$ cat src/rtl/evpin_pkg.sv
package evpin_pkg;
   localparam int unsigned PIN_COUNT = 3;
   localparam int unsigned MODE_W    = 2;
   localparam int unsigned CFG_W     = PIN_COUNT * MODE_W;
   localparam logic [CFG_W-1:0] CFG_RESET = CFG_W'(3);

   typedef enum logic [2:0] {
      ROLE_NONE,
      ROLE_DET_OUT,
      ROLE_ACK_OUT,
      ROLE_IN_EN,
      ROLE_IN_REQ
   } pin_role_e;

   // Per-pin code meaning; each pin has its own set of legal codes.
   function automatic pin_role_e decode_role(input int unsigned pin, input logic [MODE_W-1:0] code);
      pin_role_e r;
      case (code)
         2'b00:   r = ROLE_DET_OUT;
         2'b01:   r = (pin == 1) ? ROLE_ACK_OUT : ROLE_NONE;
         2'b10:   r = (pin == 0) ? ROLE_IN_EN   : ROLE_NONE;
         default: r = (pin == 0) ? ROLE_IN_REQ  : ROLE_IN_EN;
      endcase
      return r;
   endfunction
endpackage

$ cat src/rtl/evpin_sync.sv
module evpin_sync #(
   parameter int unsigned WIDTH  = 3,
   parameter int unsigned STAGES = 2
) (
   input  logic             clk,
   input  logic [WIDTH-1:0] d,
   output logic [WIDTH-1:0] q
);
   if (STAGES < 2) begin : g_bad_stages
      $error("evpin_sync: STAGES must be at least 2");
   end
   if (WIDTH < 1) begin : g_bad_width
      $error("evpin_sync: WIDTH must be at least 1");
   end

   // No reset: the chain keeps sampling while reset is held.
   logic [WIDTH-1:0] chain [STAGES];

   for (genvar s = 0; s < STAGES; s++) begin : g_stage
      if (s == 0) begin : g_first
         always_ff @(posedge clk) chain[s] <= d;
      end else begin : g_next
         always_ff @(posedge clk) chain[s] <= chain[s-1];
      end
   end

   assign q = chain[STAGES-1];
endmodule

$ cat src/rtl/evpin_lane.sv
module evpin_lane
   import evpin_pkg::*;
(
   input  logic      clk,
   input  logic      rst_n,
   input  pin_role_e role,
   input  logic      hit,
   input  logic      ack_lvl,
   input  logic      sync_lvl,
   output logic      pad_out,
   output logic      pad_oe,
   output logic      active,
   output logic      evt
);
   logic tog_q;
   logic prev_q;
   logic is_input;

   always_ff @(posedge clk or negedge rst_n) begin
      if (!rst_n)                             tog_q <= 1'b0;
      else if (role == ROLE_DET_OUT && hit)   tog_q <= ~tog_q;
   end

   // Edge history tracks the synchronized level even in reset,
   // so a pin held high through reset yields no stray event.
   always_ff @(posedge clk) prev_q <= sync_lvl;

   assign is_input = (role == ROLE_IN_EN) || (role == ROLE_IN_REQ);
   assign active   = is_input & sync_lvl;
   assign evt      = active & ~prev_q;
   assign pad_oe   = (role == ROLE_DET_OUT) || (role == ROLE_ACK_OUT);
   assign pad_out  = (role == ROLE_ACK_OUT) ? ack_lvl : tog_q;

   assert_reserved_quiet_R10: assert property (@(posedge clk) disable iff (!rst_n)
      (role == ROLE_NONE) |-> (!pad_oe && !active && !evt));

   assert_evt_single_R6: assert property (@(posedge clk) disable iff (!rst_n)
      evt |=> !evt);
endmodule

$ cat src/rtl/evpin_ctrl.sv
module evpin_ctrl
   import evpin_pkg::*;
#(
   parameter int unsigned SYNC_STAGES = 2
) (
   input  logic                 clk,
   input  logic                 rst_n,
   input  logic                 cfg_we,
   input  logic [CFG_W-1:0]     cfg_wdata,
   input  logic [PIN_COUNT-1:0] cmp_hit,
   input  logic [PIN_COUNT-1:0] cmp_en_cfg,
   input  logic                 cnt_en_cfg,
   input  logic                 core_in_debug,
   input  logic                 core_single_step,
   input  logic                 core_stopped,
   input  logic [PIN_COUNT-1:0] pad_in,
   output logic [PIN_COUNT-1:0] pad_out,
   output logic [PIN_COUNT-1:0] pad_oe,
   output logic [PIN_COUNT-1:0] cmp_en,
   output logic                 cnt_en,
   output logic [PIN_COUNT-1:0] evt,
   output logic                 dbg_req,
   output logic                 wake_req
);
   localparam int unsigned REQ_PIN = 0;
   localparam int unsigned ACK_PIN = 1;
   localparam int unsigned CNT_PIN = 2;

   if (SYNC_STAGES < 2) begin : g_bad_sync
      $error("evpin_ctrl: SYNC_STAGES must be at least 2");
   end

   logic [CFG_W-1:0]     cfg_q;
   logic                 ack_q;
   logic [PIN_COUNT-1:0] pin_sync;
   logic [PIN_COUNT-1:0] pin_active;
   pin_role_e            role [PIN_COUNT];

   always_ff @(posedge clk or negedge rst_n) begin
      if (!rst_n)      cfg_q <= CFG_RESET;
      else if (cfg_we) cfg_q <= cfg_wdata;
   end

   // Acknowledge level freezes while the core single-steps.
   always_ff @(posedge clk or negedge rst_n) begin
      if (!rst_n)                 ack_q <= 1'b0;
      else if (!core_single_step) ack_q <= core_in_debug;
   end

   evpin_sync #(.WIDTH(PIN_COUNT), .STAGES(SYNC_STAGES)) u_sync (
      .clk (clk),
      .d   (pad_in),
      .q   (pin_sync)
   );

   for (genvar i = 0; i < PIN_COUNT; i++) begin : g_lane
      assign role[i] = decode_role(i, cfg_q[i*MODE_W +: MODE_W]);

      evpin_lane u_lane (
         .clk      (clk),
         .rst_n    (rst_n),
         .role     (role[i]),
         .hit      (cmp_hit[i]),
         .ack_lvl  (ack_q),
         .sync_lvl (pin_sync[i]),
         .pad_out  (pad_out[i]),
         .pad_oe   (pad_oe[i]),
         .active   (pin_active[i]),
         .evt      (evt[i])
      );

      assert_toggle_R3: assert property (@(posedge clk) disable iff (!rst_n)
         (role[i] == ROLE_DET_OUT && cmp_hit[i] && !cfg_we) |=> (pad_out[i] != $past(pad_out[i])));
   end

   assign cmp_en   = cmp_en_cfg | pin_active;
   assign cnt_en   = cnt_en_cfg | pin_active[CNT_PIN];
   assign dbg_req  = (role[REQ_PIN] == ROLE_IN_REQ) & pin_sync[REQ_PIN];
   assign wake_req = dbg_req & core_stopped;

   assert_enable_floor_R5: assert property (@(posedge clk) disable iff (!rst_n)
      ((cmp_en & cmp_en_cfg) == cmp_en_cfg) && (cnt_en_cfg -> cnt_en));

   assert_ack_hold_R4: assert property (@(posedge clk) disable iff (!rst_n)
      (role[ACK_PIN] == ROLE_ACK_OUT && core_single_step && !cfg_we) |=> $stable(pad_out[ACK_PIN]));

   assert_req_mode_R7: assert property (@(posedge clk) disable iff (!rst_n)
      dbg_req |-> (cfg_q[REQ_PIN*MODE_W +: MODE_W] == 2'b11));

   assert_wake_R9: assert property (@(posedge clk) disable iff (!rst_n)
      wake_req |-> (dbg_req && core_stopped));
endmodule

$ cat config.mk
export PLATFORM = sky130hd
export DESIGN_NAME = evpin_ctrl
export DESIGN_NICKNAME = d
export VERILOG_FILES = /design/src/rtl/evpin_pkg.sv /design/src/rtl/evpin_sync.sv /design/src/rtl/evpin_lane.sv /design/src/rtl/evpin_ctrl.sv
export SDC_FILE = /design/constraint.sdc
export NUM_CORES = 1
export LEC_CHECK = 0
export ABC_CLOCK_PERIOD_IN_PS = 1500
export BUFFER_PORTS_ARGS = -buffer_cell sky130_fd_sc_hd__buf_2
export CAP_MARGIN = 40
export CORE_MARGIN = 4
export CORE_UTILIZATION = 42
export CTS_CLUSTER_SIZE = 25
export DETAILED_ROUTE_END_ITERATION = 10
export GPL_TIMING_DRIVEN = 0
export HOLD_SLACK_MARGIN = 0.06
export PLACE_DENSITY = 0.69
export SLEW_MARGIN = 15
export SYNTH_ARGS = -nofsm -noshare
export SYNTH_HDL_FRONTEND = slang
export SYNTH_HIERARCHICAL = 1
export SYNTH_SLANG_ARGS = --single-unit
$ cat constraint.sdc
create_clock -name clk -period 1.5 [get_ports clk]
set_input_delay 0.075 -clock clk [delete_from_list [all_inputs] [get_ports clk]]
set_output_delay 0.075 -clock clk [all_outputs]
set_load 0.02 [all_outputs]
==> flow_metrics.py <==
metrics = {
    "worst_setup_path": {
        "crit_required_ps": 1420,
        "critical_path_class": "reg2out",
        "cp-end-kind": "output pin",
        "critPathMaxFanout": 3,
        "worstPathArrival_ps": 1740,
        "cp-start-kind": "register",
    },
    "power_and_ir_drop": {
        "p_per_area_nw_per_um2": 996.5,
        "peakVddDrop_v": 0.0008859,
        "cellLeakagePower_nw": 0.8206,
    },
    "outcome": {
        "violations": "setup timing",
        "outcome": "complete, but fails checks",
    },
    "global_route": {
        "grt_pass1_wl_microns": 3553,
        "met1_usage_pct": 15.94,
        "gr-usage-met3_pct": 6.294,
        "antenna_found_initial": 0,
        "busiest_layer": "met2",
        "grt_max_degree": 11,
        "grt_pass1_vias": 824,
        "track_usage_pct": 14.50,
        "grt_use_met2_pct": 26.18,
        "overflow": 0,
    },
    "synthesis": {
        "synth-seq-area-share_pct": 46.13,
        "syn_area_sq_um": 938.4,
        "synthFlopType": "dfxtp_1",
        "synth.distinct_cells": 24,
        "ys_ff_latch": 19,
        "yosys-top-cells-area": "dfrtp_1, dfxtp_1, mux2_4, dfstp_2, mux2_2",
        "avgSynthCellArea_sq_um": 12.35,
        "async_flop_share_pct": 52.63,
        "yosysWarnings": 6,
        "post-synth-top-count-cell": "dfxtp_1",
        "synthTopCellsByCount": "dfxtp_1, dfrtp_1, mux2_4",
        "synth_top_area_share_pct": 21.33,
        "netlist_instances": 76,
        "synth_edf_count": 0,
        "synth_top_area_cell": "dfrtp_1",
    },
    "floorplan": {
        "die_h_microns": 55.27,
        "rows": 16,
        "io_pins": 37,
        "core_area_sq_um": 2042,
        "dieArea_sq_um": 3055,
        "initial_core_util_pct": 45.96,
        "die_w_microns": 55.27,
    },
    "timing": {
        "fmax_mhz": 551.7,
        "maxSlewViolCount": 0,
        "setup_violations": 14,
        "min_period_ps": 1812,
        "rsz0062_at_grt": "true",
        "layout_setup_ws_ps": -312.4,
        "hold_viol": 0,
        "holdWs_ps": 74.95,
        "finalSetupTns_ps": -2713,
        "skew_ps": 13.32,
        "fin_crit_sh_pct": 120.8,
    },
    "cts": {
        "clock_path_buffers": 2,
        "root_buffer": "clkbuf_4",
        "cts_made_buffers": 3,
        "ctsHtreeMaxLevel": 1,
        "clock_sink_count": 19,
        "clock_latency_ps": 290,
        "clk_pin_slew_worst_paths_ps": 110,
        "tritoncts": "built",
    },
    "cells_and_area": {
        "area_delta_synth_final_pct": 75.73,
        "diodes": 0,
        "nets": 181,
        "stdcell_count": 182,
        "drive_gt1_share_pct": 58.71,
    },
    "place": {
        "place_ws_ps": -153.6,
        "io_buffers": 35,
        "place_congestion": 0.6876,
        "dpl.hpwl_microns": 1315,
        "dp_cells": 147,
    },
    "drt": {
        "num_vias": 843,
        "drcViolationCount": 0,
        "drt_pass1_iterations": 3,
        "ant_nets": 0,
        "drt_wl_total_microns": 2369,
        "routed_via_density": 4.632,
        "drt_iter0_drc": 15,
        "wire_per_inst_microns": 13.02,
    },
    "min_path": {
        "hp-class": "in2reg",
    },
    "flow_run": {
        "maxCapViolCount": 0,
    },
}
timing repair:
item / in CTS / in global routing
gates cloned: 0 / 0
endpoints found under the hold margin: 20 / 0
setup endpoints to repair: 13 / 15
hold buffers: 12 / 0
pin swaps: 17 / 14
gates resized for setup: 32 / 14
buffers inserted: 15 / 6
per-layer routing:
layer  wire, microns  vias to the layer above  share of wire, %
met2            1320                       22                56
met1             893                      408                38
met3             144                        2               6.1
met5               0                        -                 0
li1                -                      411                 -
met4              10                        0              0.42
placed cells by master, fill, tap and decap left out, drive strengths merged:
| master | netlist | routed |
|---|---|---|
| and2 | 1 | 1 |
| buf | 4 | 58 |
| nand4b | 3 | 3 |
| and3 | 1 | 1 |
| ha | 3 | 3 |
| inv | 3 | 3 |
| or2 | 5 | 5 |
| mux2 | 10 | 10 |
| and4bb | 3 | 3 |
| nor3b | 3 | 3 |
| dlygate4sd3 | 0 | 12 |
| dfrtp | 8 | 8 |
| nand2 | 3 | 3 |
| nand4bb | 3 | 3 |
| nor2b | 1 | 1 |
| and4 | 1 | 1 |
| a21oi | 3 | 3 |
| dfstp | 2 | 2 |
| dfxtp | 9 | 9 |
| xor2 | 3 | 3 |
| xnor2 | 3 | 3 |
| nor2 | 3 | 3 |
| clkbuf | 0 | 4 |
| conb | 1 | 10 |
stage by stage:
| step | util [%] | total power, mW | cell area [sq um] |
|---|---|---|---|
| 3_3_place_gp | 57.84 | 1.085 | 1181 |
| 6_report | 80.76 | 1.643 | 1649 |
| 5_1_grt | 80.76 | 1.716 | 1649 |
| 4_1_cts | 75.61 | 1.541 | 1544 |
| 2_1_floorplan | - | 0.9609 | 972.2 |
| 3_5_place_dp | 57.84 | 1.097 | 1181 |
power breakdown:
| group | switching [mW] | internal [mW] |
|---|---|---|
| Combinational | 0.305 | 0.445 |
| Sequential | 0.0557 | 0.586 |
| Clock | 0.147 | 0.103 |
critical path, stage by stage (launching register included):
cell	delay, ps
dfrtp_1	410
inv_2	70
ha_4	150
or2_4	250
nor3b_2	160
mux2_2	280
buf_6	140
flip-flops by register name, summed over array words and instances (netlist names):
| register | cells |
|---|---|
| ack_q | 1 |
| cfg_q | 6 |
| u_sync/chain | 6 |
| g_lane.u_lane/prev_q | 3 |
| g_lane.u_lane/tog_q | 3 |
cell families (layout without fill, tap and decap cells):
| kind of cell | count (synthesis) | after routing | share of synthesized area [%] |
|---|---|---|---|
| xor+xnor | 6 | 6 | 5.601 |
| other cells | 1 | 10 | 0.3996 |
| mux | 10 | 10 | 14.40 |
| fa+ha+maj | 3 | 3 | 4.000 |
| compound gates | 3 | 3 | 1.600 |
| flops | 19 | 19 | 46.13 |
| simple gates | 27 | 27 | 23.07 |
| buf+inv | 7 | 77 | 4.800 |
final timing paths:
path                                    start                endpoint  slack (ps)  depth (start not counted)
max in group asynchronous               rst_n                cfg_q[0]        1070                          2
min in group asynchronous               rst_n  g_lane[2].u_lane/tog_q         160                          2
min                                    cfg_we                cfg_q[4]          70                          2
min reg2reg                u_sync/chain[0][1]      u_sync/chain[0][4]         340                          0
max reg2reg                          cfg_q[3]  g_lane[1].u_lane/tog_q           0                          6
max                                  cfg_q[3]              pad_out[1]        -310                          6
final cells by class:
type / count / area [sq um]
inverter: 3 / 11.26
timing repair buffer: 66 / 534.3
fill: 120 / 392.9
multi-input combinational: 59 / 576.8
sequential: 19 / 432.9
tap: 27 / 33.78
buffer: 4 / 33.78
clock buffer: 4 / 26.28
(Power assumes the default switching activity.)
